### src/rtl/mrc_pkg.sv
package mrc_pkg;
  typedef enum logic [2:0] {
    ST_IDLE,
    ST_ADDR,
    ST_STRB,
    ST_HOLD,
    ST_ACC,
    ST_FLT
  } rd_state_e;
endpackage

### src/rtl/mrc_timer.sv
module mrc_timer #(
  parameter int CNT_W = 2
) (
  input  logic             clk_i,
  input  logic             rst_ni,
  input  logic             load_i,
  input  logic [CNT_W-1:0] val_i,
  output logic             done_o
);
  logic [CNT_W-1:0] cnt_q;

  always_ff @(posedge clk_i or negedge rst_ni) begin
    if (!rst_ni)            cnt_q <= '0;
    else if (load_i)        cnt_q <= val_i;
    else if (cnt_q != '0)   cnt_q <= cnt_q - 1'b1;
  end

  assign done_o = (cnt_q == '0);
endmodule

### src/rtl/mrc_seq.sv
module mrc_seq
  import mrc_pkg::*;
#(
  parameter int SETUP_CYC  = 1,
  parameter int STROBE_CYC = 3,
  parameter int HOLD_CYC   = 1,
  parameter int ACCESS_CYC = 3,
  parameter int FLOAT_CYC  = 2,
  parameter int CNT_W      = 2
) (
  input  logic             clk_i,
  input  logic             rst_ni,
  input  logic             req_i,
  input  logic             tmr_done_i,
  output rd_state_e        state_o,
  output logic             tmr_load_o,
  output logic [CNT_W-1:0] tmr_val_o,
  output logic             accept_o,
  output logic             capture_o
);
  rd_state_e state_q, state_d;

  function automatic logic [CNT_W-1:0] phase_len(rd_state_e s);
    case (s)
      ST_ADDR: phase_len = CNT_W'(SETUP_CYC - 1);
      ST_STRB: phase_len = CNT_W'(STROBE_CYC - 1);
      ST_HOLD: phase_len = CNT_W'(HOLD_CYC - 1);
      ST_ACC:  phase_len = CNT_W'(ACCESS_CYC - 1);
      ST_FLT:  phase_len = CNT_W'(FLOAT_CYC - 1);
      default: phase_len = '0;
    endcase
  endfunction

  always_comb begin
    state_d = state_q;
    case (state_q)
      ST_IDLE: if (req_i)      state_d = ST_ADDR;
      ST_ADDR: if (tmr_done_i) state_d = ST_STRB;
      ST_STRB: if (tmr_done_i) state_d = ST_HOLD;
      ST_HOLD: if (tmr_done_i) state_d = ST_ACC;
      ST_ACC:  if (tmr_done_i) state_d = ST_FLT;
      ST_FLT:  if (tmr_done_i) state_d = ST_IDLE;
      default:                 state_d = ST_IDLE;
    endcase
  end

  always_ff @(posedge clk_i or negedge rst_ni) begin
    if (!rst_ni) state_q <= ST_IDLE;
    else         state_q <= state_d;
  end

  assign state_o    = state_q;
  assign tmr_load_o = (state_d != state_q);
  assign tmr_val_o  = phase_len(state_d);
  assign accept_o   = (state_q == ST_IDLE) && req_i;
  assign capture_o  = (state_q == ST_ACC) && tmr_done_i;

  AST_ACC_TO_FLOAT: assert property (@(posedge clk_i) disable iff (!rst_ni)
    (state_q == ST_ACC && tmr_done_i) |=> (state_q == ST_FLT));
  AST_TAKE_REQ: assert property (@(posedge clk_i) disable iff (!rst_ni)
    (state_q == ST_IDLE && req_i) |=> (state_q == ST_ADDR));
endmodule

### src/rtl/mux_rd_ctrl.sv
module mux_rd_ctrl
  import mrc_pkg::*;
#(
  parameter int SETUP_CYC  = 1,
  parameter int STROBE_CYC = 3,
  parameter int HOLD_CYC   = 1,
  parameter int ACCESS_CYC = 3,
  parameter int FLOAT_CYC  = 2
) (
  input  logic        clk_i,
  input  logic        rst_ni,
  input  logic        req_i,
  input  logic [15:0] addr_i,
  output logic        busy_o,
  output logic        ready_o,
  output logic [7:0]  data_o,
  output logic [7:0]  hi_addr_o,
  output logic [7:0]  bus_o,
  input  logic [7:0]  bus_i,
  output logic        bus_oe_o,
  output logic        ale_o,
  output logic        oe_no
);
  localparam int MAX_A   = (SETUP_CYC > STROBE_CYC) ? SETUP_CYC : STROBE_CYC;
  localparam int MAX_B   = (HOLD_CYC > ACCESS_CYC) ? HOLD_CYC : ACCESS_CYC;
  localparam int MAX_AB  = (MAX_A > MAX_B) ? MAX_A : MAX_B;
  localparam int MAX_CYC = (MAX_AB > FLOAT_CYC) ? MAX_AB : FLOAT_CYC;
  localparam int CNT_W   = (MAX_CYC > 1) ? $clog2(MAX_CYC) : 1;

  rd_state_e        state;
  logic             tmr_load, tmr_done, accept, capture;
  logic [CNT_W-1:0] tmr_val;
  logic [15:0]      addr_q;
  logic [7:0]       data_q;
  logic             ready_q;

  mrc_seq #(
    .SETUP_CYC (SETUP_CYC),
    .STROBE_CYC(STROBE_CYC),
    .HOLD_CYC  (HOLD_CYC),
    .ACCESS_CYC(ACCESS_CYC),
    .FLOAT_CYC (FLOAT_CYC),
    .CNT_W     (CNT_W)
  ) u_seq (
    .clk_i     (clk_i),
    .rst_ni    (rst_ni),
    .req_i     (req_i),
    .tmr_done_i(tmr_done),
    .state_o   (state),
    .tmr_load_o(tmr_load),
    .tmr_val_o (tmr_val),
    .accept_o  (accept),
    .capture_o (capture)
  );

  mrc_timer #(.CNT_W(CNT_W)) u_tmr (
    .clk_i (clk_i),
    .rst_ni(rst_ni),
    .load_i(tmr_load),
    .val_i (tmr_val),
    .done_o(tmr_done)
  );

  always_ff @(posedge clk_i or negedge rst_ni) begin
    if (!rst_ni)     addr_q <= '0;
    else if (accept) addr_q <= addr_i;
  end

  // sample point: last cycle of the read-enable window
  always_ff @(posedge clk_i or negedge rst_ni) begin
    if (!rst_ni) begin
      data_q  <= '0;
      ready_q <= 1'b0;
    end else begin
      ready_q <= capture;
      if (capture) data_q <= bus_i;
    end
  end

  assign busy_o    = (state != ST_IDLE);
  assign ale_o     = (state == ST_IDLE) || (state == ST_ADDR) || (state == ST_STRB);
  assign bus_oe_o  = (state == ST_ADDR) || (state == ST_STRB) || (state == ST_HOLD);
  assign oe_no     = (state != ST_ACC);
  assign hi_addr_o = addr_q[15:8];
  assign bus_o     = addr_q[7:0];
  assign data_o    = data_q;
  assign ready_o   = ready_q;

  AST_IDLE_QUIET: assert property (@(posedge clk_i) disable iff (!rst_ni)
    !busy_o |-> (ale_o && oe_no && !bus_oe_o));
  AST_ADDR_STABLE: assert property (@(posedge clk_i) disable iff (!rst_ni)
    (bus_oe_o && $past(bus_oe_o)) |-> ($stable(bus_o) && $stable(hi_addr_o)));
  AST_OE_ALE_LOW: assert property (@(posedge clk_i) disable iff (!rst_ni)
    !oe_no |-> !ale_o);
  AST_NO_CONTENTION: assert property (@(posedge clk_i) disable iff (!rst_ni)
    !(bus_oe_o && !oe_no));
  AST_READY_PULSE: assert property (@(posedge clk_i) disable iff (!rst_ni)
    ready_o |=> !ready_o);
  AST_DATA_HOLD: assert property (@(posedge clk_i) disable iff (!rst_ni)
    !ready_o |-> $stable(data_o));
  AST_FLOAT_QUIET: assert property (@(posedge clk_i) disable iff (!rst_ni)
    $rose(oe_no) |-> (busy_o && !bus_oe_o && !ale_o));
endmodule

### config.mk
export PLATFORM = sky130hd
export DESIGN_NAME = mux_rd_ctrl
export DESIGN_NICKNAME = d
export VERILOG_FILES = /design/src/rtl/mrc_pkg.sv /design/src/rtl/mrc_timer.sv /design/src/rtl/mrc_seq.sv /design/src/rtl/mux_rd_ctrl.sv
export SDC_FILE = /design/constraint.sdc
export NUM_CORES = 1
export LEC_CHECK = 0
export BUFFER_PORTS_ARGS = -buffer_cell sky130_fd_sc_hd__buf_2
export CORE_AREA = 2 2 58 60
export DETAILED_ROUTE_END_ITERATION = 12
export DIE_AREA = 0 0 60 62
export GPL_ROUTABILITY_DRIVEN = 1
export GPL_TIMING_DRIVEN = 0
export PLACE_DENSITY = 0.69
export SETUP_SLACK_MARGIN = 0.1
export SYNTH_ARGS = -nofsm -noshare
export SYNTH_HDL_FRONTEND = slang
export SYNTH_SLANG_ARGS = --single-unit
### constraint.sdc
create_clock -name clk_i -period 3.9 [get_ports clk_i]
set_input_delay 0.975 -clock clk_i [delete_from_list [all_inputs] [get_ports clk_i]]
set_output_delay 0.975 -clock clk_i [all_outputs]
set_load 0.005 [all_outputs]
# Word-level counts from Yosys, hierarchy flattened
# Cells that the tools add are included.
word_totals:
  ff_bits: 30
  output_inout_bits: 29
  word_cells: 38
classes:
  n_addsub: 1
  eq_ne: 10
  mux: 10
  n_reduce_logical: 12
ops:
  columns: ["op", "n"]
  rows:
  - ["$mux 3", 6]
  - ["$pmux 3 s6", 1]
  - ["$eq 3x3->1 const B", 4]
  - ["$eq 3x2->1 const B", 3]
  - ["$logic_or 1x1->1", 4]
  - ["$mux 2", 2]
  - ["$pmux 2 s2", 1]
  - ["$reduce_bool 2->1", 2]
  - ["$eq 3x1->1 const B", 1]
  - ["$logic_not 3->1", 1]
  - ["$ne 3x3->1", 1]
  - ["$ne 3x3->1 const B", 1]
  - ["$reduce_bool 3->1", 1]
  - ["$logic_and 1x1->1", 2]
  - ["$logic_not 2->1", 1]
  - ["$reduce_or 2->1", 1]
  - ["$sub 2x1->2 const B", 1]

# Longest topological paths before layout
# Gate-level depths: netlist (run 1).
logic_depth:
  ltp_word: 7
  ltp_mapped: 6
  depth_no_buf: 5

# Modules after synthesis
# From an unflattened synthesis (run 1), not the netlist that was laid out.
hier_totals:
  cells_unflattened: 96
  hier_area_um2: 1356.3
by_module_without_submodules:
  columns: ["module", "n_inst", "cells_each", "area_per_inst_um2", "seq_area_each_um2"]
  rows:
  - ["mux_rd_ctrl", 1, 56, 999.7, 625.6]
  - ["mrc_seq", 1, 28, 242.7, 75.1]
  - ["mrc_timer", 1, 12, 113.9, 50.0]

# Worst setup path after synthesis (run 1)
# No wires, ideal clock.
synth_path:
  path_kind: "reg2out"
  from: "reg u_seq.state_q[1], in the netlist u_seq.state_o[1]"
  to: "out busy_o"
  arrival_ns: 0.998
  required_ns: 2.925
  slack_ns: 1.927
  path_stages_with_launch: 3
  path_buffers: 1
  cell_sequence: "dfrtp_1 > clkbuf_1 > or3_1"
synth_between:
  elab_chain_cells: 1
synth_rtl:
  columns: ["element", "line", "source"]
  rows:
  - ["from (decl)", "mrc_seq.sv:21", "rd_state_e state_q, state_d;"]
  - ["from (signal assigned)", "mrc_seq.sv:49", "else state_q <= state_d;"]
  - ["$reduce_bool 3->1", "mux_rd_ctrl.sv:80", "assign busy_o = (state != ST_IDLE);"]
  - ["to (decl)", "mux_rd_ctrl.sv:14", "output logic busy_o,"]
# Every way passes these cells.

# Worst setup path after layout (run 1)
# Same ends and word-level chain as after synthesis.

==> flow_summary.json, run 1 <==
{
  "drive_above_1_share": 0.586,
  "power.density_nw_per_um2": 729,
  "syn_avg_cell_area_um2": 14.0,
  "viasPerCell": 4.71,
  "vdd_drop_max_mv": 0.370,
  "hold_end": "data_o[7]",
  "final_nets": 184,
  "ant_nets": 0,
  "slew_viol_final": 0,
  "cts_tree": "done",
  "seqCellArea_um2": 751,
  "startpoint_type": "register",
  "tightest_slew_ns": 0.657,
  "status": "finished, final reports clean",
  "layout_commonest_cell": "buf_2",
  "reg2reg_to": "data_o[6]",
  "critical_path_arrival_ns": 1.53,
  "skew_ns": 0.00273,
  "min_period_ns": 2.50,
  "critPathKind": "register to output port",
  "multi_input_area_um2": 498,
  "maxCapViolCount": 0,
  "layout_worst_path_cycle_share": 0.642,
  "critPathMaxStageDelay_ns": 0.44,
  "insertion_delay_ns": 0.32,
  "ys_seq_area_frac": 0.571,
  "synth-compound-area-share": 0.0618,
  "syn2layout_area_growth_pct": 29.9,
  "dr.pass1.iters": 4,
  "layout_common_cells": "buf_2, dfrtp_1, mux2_2, mux2_4, nor2_1",
  "synth-xor-area-share": 0.00666,
  "path_clk_slew_ns": 0.09,
  "numPlacedInstances": 195,
  "synthesis.nets": 122,
  "cts_resized": 0,
  "place_hpwl_um": 1760,
  "grt_max_degree": 31,
  "r2r_setup_slack_ns": 2.15,
  "numCtsBuffers": 5,
  "synthAdderAreaFrac": 0.00951,
  "fin_util": 0.537,
  "cts_sinks": 30,
  "rsz0062_at_grt": "false",
  "finalSetupTns_ns": 0,
  "antennaDiodeCount": 0,
  "route.detailed.drc": 0,
  "io_buffer_count": 55,
  "holdBufCountCts": 0,
  "design_area_um2": 1710,
  "r2r-start": "u_tmr.cnt_q[0]",
  "grt_pass1_vias": 868,
  "slew_headroom": 0.562,
  "cts_setup_buffers": 0,
  "htreeDepth": 2,
  "synthSimpleGateAreaFrac": 0.0695,
  "hold_viol": 0,
  "syn_area_um2": 1320,
  "antenna_found_initial": 0,
  "initial_core_util": 0.414,
  "cts_root_buffer": "clkbuf_4",
  "drt_iter0_markers": 29,
  "synth_top_family_by_area": "multiplexers",
  "placed_area_um2": 1650,
  "yosys_warnings": 0,
  "nFillCells": 272,
  "dieArea_um2": 3720,
  "r2r_cells": 6,
  "syn_inst": 94,
  "setup_slack_ns": 1.40,
  "cpMaxStageDelayCell": "dfrtp_1",
  "worstHoldStart": "data_o[7]",
  "synth.distinct_cells": 28,
  "clock_path_buffers": 2,
  "worst_setup_path_end_kind": "output port",
  "die_x_um": 60,
  "final_cells": 203,
  "ys_ff_latch": 30,
  "grt_usage": 0.135,
  "fmax_mhz": 399,
  "hold_path_class": "register to register",
  "num_vias": 957,
  "synth.area.mux_share": 0.231,
  "cp_max_fo": 10,
  "dieHeight_um": 62,
  "wl_per_cell_um": 12.0,
  "num_rows": 21,
  "holdPathStages": 1,
  "setup_violations": 0,
  "coreArea_um2": 3180,
  "gp_congestion": 0.714,
  "worstPathCellList": "clkbuf_1 > or3_1 > buf_2",
  "grt-ovfl-total": 0,
  "io_pins": 56,
  "dp_slack_ns": 1.73,
  "worstPathRequired_ns": 2.92,
  "p_leak_nw": 0.870,
  "grt_pass1_wl_um": 3650,
  "wirelength_um": 2440
}
-- synthesized netlist by cell type, drive strengths merged --
library cell | instances | area share
clkbuf | 3 | 0.0086
ha | 1 | 0.0095
inv | 3 | 0.0086
nor3 | 2 | 0.016
o211a | 1 | 0.0076
buf | 4 | 0.033
o221ai | 1 | 0.0067
a211oi | 1 | 0.0057
a32oi | 1 | 0.0067
nor2 | 6 | 0.017
nand2 | 4 | 0.011
o21bai | 1 | 0.0057
o211ai | 1 | 0.0057
o21ai | 3 | 0.011
or3 | 1 | 0.0048
dfrtp | 30 | 0.57
a21oi | 2 | 0.0076
xor2 | 1 | 0.0067
nand2b | 2 | 0.015
o22ai | 1 | 0.0048
mux2 | 24 | 0.23
and3 | 1 | 0.0048
-- area by class of cell --
type	count	area share
buffer	7	0.0322
clock buffer	7	0.0322
clock inverter	1	0.00293
inverter	3	0.00659
multi-input combinational	54	0.292
sequential	30	0.440
tap	46	0.0337
timing repair buffer	55	0.161
-- report_power, final --
part	leakage (nW)	internal (mW)	switching, mW	total (mW)
clock	0.0353	0.0872	0.101	0.188
combinational	0.465	0.313	0.231	0.544
sequential	0.370	0.446	0.0673	0.513
total	0.870	0.846	0.399	1.24
-- worst max-delay path: cells and delay by family (launching register included) --
kind	cells	cell delay, ns
buf+inv	2	0.36
flops	1	0.44
simple gates	1	0.41
-- layer usage --
layer	up-vias	part of all wire	GRT usage
met1	455	0.44	0.159
li1	449	-	-
met3	4	0.091	0.0600
met2	49	0.45	0.211
met4	0	0.0086	0.0667
met5	-	0	0
-- per-stage QoR --
stage | power, mW | hold WS (ns)
finish | 1.24 | 0.507
global route | 1.35 | 0.525
CTS | 1.26 | 0.512
detailed placement | 1.07 | 0.489
global placement | 1.05 | 0.485
floorplan | 0.871 | 0.505
-- how the worst max path moves through the flow --
stage                startpoint          to  slack, ns  depth (start not counted)
2_1_floorplan  u_seq.state_o[1]      busy_o       1.93                          2
3_3_place_gp   u_seq.state_o[1]      busy_o       1.74                          3
3_5_place_dp              req_i  addr_q[11]       1.73                          5
4_1_cts        u_seq.state_o[1]      busy_o       1.37                          3
5_1_grt        u_seq.state_o[1]      busy_o       1.30                          3
6_report       u_seq.state_o[1]      busy_o       1.40                          3
-- logic make-up (layout without fill, tap and decap cells) --
kind of cell | count (synthesis) | in the layout
flip-flops | 30 | 30
buffers and inverters | 10 | 73
XOR/XNOR | 1 | 1
multiplexers | 24 | 24
adder cells (fa/ha/maj) | 1 | 1
AND/OR/NAND/NOR | 16 | 16
AO/OA/AOI/OAI | 12 | 12
-- state kept, by name (all words and copies together), names as in the netlist --
| signal | cells |
|---|---|
| addr_q | 16 |
| data_o | 8 |
| ready_o | 1 |
| u_seq.state_o | 3 |
| u_tmr.cnt_q | 2 |
(Power assumes the default switching activity.)
==> inputs of run 2 (changes only) <==
Settings changed: CORE_AREA 2 2 58 60 to 2 2 59 61, DIE_AREA 0 0 60 62 to 0 0 61 63.
Clock period 3.9 ns to 2.1 ns, I/O delays scaled along.
==> run 2 against run 1 <==
Net effect:
- setup slack got worse by 1.2 ns
- cell count shrank 0.49%
- via count decreased by 0.63%
- combinational power is 93% higher
- clock skew increased by 0.0054 ns
- global-route usage grew 1.4 points
- hold slack got worse by 0.29 ns
- first-iteration DRC count is 38% lower
- critical path depth unchanged
- flip-flop and latch count did not move
- sequential power up 84%
- clock power increased by 64%
==> flow_summary.json, run 2 (same netlist as run 1, synthesis figures left out) <==
{
  "status": "finished, final reports clean",
  "nFillCells": 299,
  "min_period_ns": 1.92,
  "cp_num_cells": 3,
  "largest_register_ffs": 16,
  "layout_worst_path_cycle_share": 0.913,
  "hold_path_class": "input pin to asynchronous set/reset pin",
  "setup_violations": 0,
  "skew_ns": 0.00809,
  "slew_viol_final": 0,
  "top_register": "addr_q",
  "cts_root_buffer": "clkbuf_4",
  "syn2layout_area_growth_pct": 29.5,
  "worst_setup_path_end_kind": "output port",
  "place_hpwl_um": 1900,
  "dieHeight_um": 63,
  "final_nets": 184,
  "startpoint_type": "register",
  "slew_headroom": 0.567,
  "drive_above_1_share": 0.603,
  "grt-ovfl-total": 0,
  "wirelength_um": 2500,
  "maxCapViolCount": 0,
  "r2r_cells": 6,
  "drt_iter0_markers": 18,
  "p_leak_nw": 0.873,
  "insertion_delay_ns": 0.33,
  "path_clk_slew_ns": 0.09,
  "grt_pass1_vias": 963,
  "num_rows": 21,
  "grt_pass1_wl_um": 4170,
  "clock_path_buffers": 2,
  "r2r-start": "u_tmr.cnt_q[0]",
  "hold_viol": 0,
  "design_area_um2": 1700,
  "critPathKind": "register to output port",
  "placed_area_um2": 1650,
  "antennaDiodeCount": 0,
  "r2r_setup_slack_ns": 0.33,
  "num_vias": 951,
  "fmax_mhz": 522,
  "route.detailed.drc": 0,
  "viasPerCell": 4.71,
  "critical_path_arrival_ns": 1.39,
  "dieArea_um2": 3840,
  "worstPathRequired_ns": 1.57,
  "rsz0062_at_grt": "false",
  "ant_nets": 0,
  "io_pins": 56,
  "dr.pass1.iters": 2,
  "cpLargestDelayFamily": "flip-flops",
  "initial_core_util": 0.407,
  "power_mw": 2.30,
  "cts_tree": "done",
  "reg2reg_to": "data_o[2]",
  "grt_max_degree": 31,
  "finalSetupTns_ns": 0,
  "gp_congestion": 0.782,
  "wl_per_cell_um": 12.4,
  "layout_common_cells": "buf_2, dfrtp_1, mux2_2, mux2_4",
  "cts_sinks": 30,
  "coreArea_um2": 3230,
  "crit_buf_inv": 2,
  "holdBufCountCts": 0,
  "vdd_drop_max_mv": 0.492,
  "io_buffer_count": 55,
  "grt_usage": 0.149,
  "layout_commonest_cell": "buf_2",
  "critPathMaxStageDelay_ns": 0.39,
  "numCtsBuffers": 5,
  "worstPathCellList": "clkbuf_4 > or3_1 > buf_2",
  "cpMaxStageDelayCell": "dfrtp_1",
  "antenna_found_initial": 0,
  "cp_max_fo": 10,
  "die_x_um": 61,
  "tightest_slew_ns": 0.649,
  "power.density_nw_per_um2": 1350,
  "htreeDepth": 2
}
-- run 2: changes by cell type in the layout (fill, tap and decap cells not counted), sizes merged --
cell | previous run | this run
buf | 59 | 60
clkinv | 1 | 2
clkbuf | 10 | 7
-- run 2: power by group --
group | switching, mW | leakage, nW | internal (mW)
Combinational | 0.447 | 0.472 | 0.599
Sequential | 0.117 | 0.370 | 0.828
Clock | 0.188 | 0.0308 | 0.120
-- run 2: per-stage QoR --
| step | worst slack (ns) | std cells | hold WS (ns) | util |
|---|---|---|---|---|
| floorplan | 0.521 | 94 | 0.229 | - |
| global placement | 0.376 | 195 | 0.483 | 0.510 |
| detailed placement | 0.331 | 195 | 0.491 | 0.510 |
| CTS | 0.151 | 202 | 0.226 | 0.527 |
| global route | 0.115 | 202 | 0.261 | 0.527 |
| finish | 0.183 | 202 | 0.215 | 0.527 |
-- run 2: worst max-delay path by stage --
stage,from,endpoint,slack [ns]
final,u_seq.state_o[1],busy_o,0.18
after global routing,u_seq.state_o[1],busy_o,0.12
after CTS,u_seq.state_o[1],busy_o,0.15
after detailed placement,u_tmr.cnt_q[0],data_o[2],0.33
after global placement,req_i,addr_q[13],0.38
after floorplan,u_tmr.cnt_q[0],data_o[0],0.52
-- run 2: repair_timing --
| action | 4_1_cts | 5_1_grt |
|---|---|---|
| resized for setup | 2 | 0 |
| setup buffers | 1 | 0 |
| endpoints found under the setup margin | 1 | 0 |
-- run 2: final cells by class --
| class | instances | area [µm²] | share of cell area |
|---|---|---|---|
| Buffer | 6 | 55.1 | 0.0323 |
| Clock buffer | 5 | 37.5 | 0.0220 |
| Clock inverter | 2 | 10.0 | 0.00588 |
| Inverter | 3 | 11.3 | 0.00661 |
| Multi-Input combinational cell | 54 | 498 | 0.292 |
| Sequential cell | 30 | 751 | 0.441 |
| Tap cell | 46 | 57.6 | 0.0338 |
| Timing Repair Buffer | 56 | 283 | 0.166 |
-- run 2: routing by layer --
metal / vias up / track usage / share of wire
li1: 451 / - / -
met1: 451 / 0.167 / 0.41
met2: 45 / 0.242 / 0.49
met3: 4 / 0.0683 / 0.087
met4: 0 / 0.0571 / 0.010
met5: - / 0 / 0
==> inputs of run 3 (changes only) <==
Settings changed: BUFFER_PORTS_ARGS -buffer_cell sky130_fd_sc_hd__buf_2 to -buffer_cell sky130_fd_sc_hd__clkbuf_2, SKIP_CTS_REPAIR_TIMING set to 1.
==> run 3 against run 2 <==
Net effect:
- count of clock-buffer cells in the layout increased by 1
- core utilization increased by 1.2 points
- highest routed layer unchanged
- largest cell class unchanged
- critical path type unchanged
- combinational power about the same
==> flow_summary.json, run 3 (same netlist as run 1, synthesis figures left out) <==
{
  "status": "finished, final reports clean",
  "cts_sinks": 30,
  "vdd_drop_max_mv": 0.493,
  "antenna_found_initial": 0,
  "power.density_nw_per_um2": 1410,
  "grt_pass1_wl_um": 4020,
  "drive_above_1_share": 0.605,
  "cp_max_fo": 10,
  "layout_commonest_cell": "clkbuf_2",
  "worst_setup_path_end_kind": "output port",
  "fin_util": 0.539,
  "num_rows": 21,
  "rsz0062_at_grt": "false",
  "tightest_slew_ns": 0.723,
  "wl_per_cell_um": 11.7,
  "largest_register_ffs": 16,
  "p_leak_nw": 0.897,
  "final_nets": 185,
  "dieArea_um2": 3840,
  "dieHeight_um": 63,
  "initial_core_util": 0.407,
  "hold_viol": 0,
  "syn2layout_area_growth_pct": 32.4,
  "startpoint_type": "register",
  "gp_congestion": 0.761,
  "coreArea_um2": 3230,
  "antennaDiodeCount": 0,
  "htreeDepth": 2,
  "cts_tree": "done",
  "finalSetupTns_ns": 0,
  "ant_nets": 0,
  "grt_max_degree": 31,
  "route.detailed.drc": 0,
  "io_buffer_count": 55,
  "wirelength_um": 2380,
  "setup_violations": 0,
  "r2r_cells": 6,
  "hold_slack_ns": 0.253,
  "drt_iter0_markers": 50,
  "fmax_mhz": 517,
  "slew_viol_final": 0,
  "critPathKind": "register to output port",
  "dr.pass1.iters": 4,
  "final_cells": 203,
  "die_x_um": 61,
  "critical_path_arrival_ns": 1.41,
  "hold_path_class": "input pin to asynchronous set/reset pin",
  "slew_headroom": 0.518,
  "insertion_delay_ns": 0.31,
  "numPlacedInstances": 195,
  "layout_worst_path_cycle_share": 0.922,
  "viasPerCell": 4.77,
  "io_pins": 56,
  "clock_path_buffers": 2,
  "numCtsBuffers": 5,
  "path_clk_slew_ns": 0.09,
  "layout_common_cells": "clkbuf_2, dfrtp_1, mux2_2, mux2_4, nor2_1",
  "grt-ovfl-total": 0,
  "grt_usage": 0.141,
  "num_vias": 968,
  "top_register": "addr_q",
  "grt_pass1_vias": 925,
  "maxCapViolCount": 0,
  "place_hpwl_um": 1780,
  "worstPathRequired_ns": 1.57,
  "cts_root_buffer": "clkbuf_4",
  "skew_ns": 0.00474,
  "min_period_ns": 1.94
}
## run 3: worst max-delay path, stage by stage, from the launching register on
cell	delay, ns
dfrtp_1	0.38
buf_6	0.13
buf_4	0.16
or3_1	0.31
clkbuf_2	0.12
## run 3: power breakdown
part | internal [mW] | total [mW] | switching, mW
registers | 0.828 | 0.948 | 0.120
logic | 0.598 | 1.04 | 0.443
clock network | 0.277 | 0.460 | 0.183
total | 1.70 | 2.45 | 0.746
## run 3: area by class of cell
type                    instances  area [µm²]
inverters                       3        11.3
flip-flops and latches         30         751
multi-input cells              54         498
clock buffers                   6        51.3
clock inverters                 1        30.0
plain buffers                   7        60.1
fillers                       301        1490
repair buffers                 56         283
well taps                      46        57.6
## run 3: metal layers
layer / vias to the layer above / part of all wire / track usage
met4: 0 / 0.010 / 0.0679
li1: 450 / - / -
met1: 467 / 0.44 / 0.177
met2: 47 / 0.47 / 0.214
met5: - / 0 / 0
met3: 4 / 0.075 / 0.0455
## run 3: path summary, 6_finish.rpt
path / from / endpoint / slack, ns
worst max-delay path: u_seq.state_o[2] / busy_o / 0.16
worst min-delay path: rst_ni / addr_q[2] / 0.25
worst max register to register: u_tmr.cnt_q[0] / data_o[4] / 0.34
worst min register to register: addr_q[10] / addr_q[10] / 0.51
max in group asynchronous: rst_ni / u_tmr.cnt_q[1] / 1.39
min in group clk_i: addr_i[14] / addr_q[14] / 0.43
## run 3: metrics by stage
stage,setup WS [ns],power (mW),cell area [µm²]
global route,0.109,2.65,1740
floorplan,0.521,1.62,1320
detailed placement,0.334,1.99,1650
CTS,0.0351,2.47,1730
global placement,0.369,1.96,1650
finish,0.165,2.45,1740
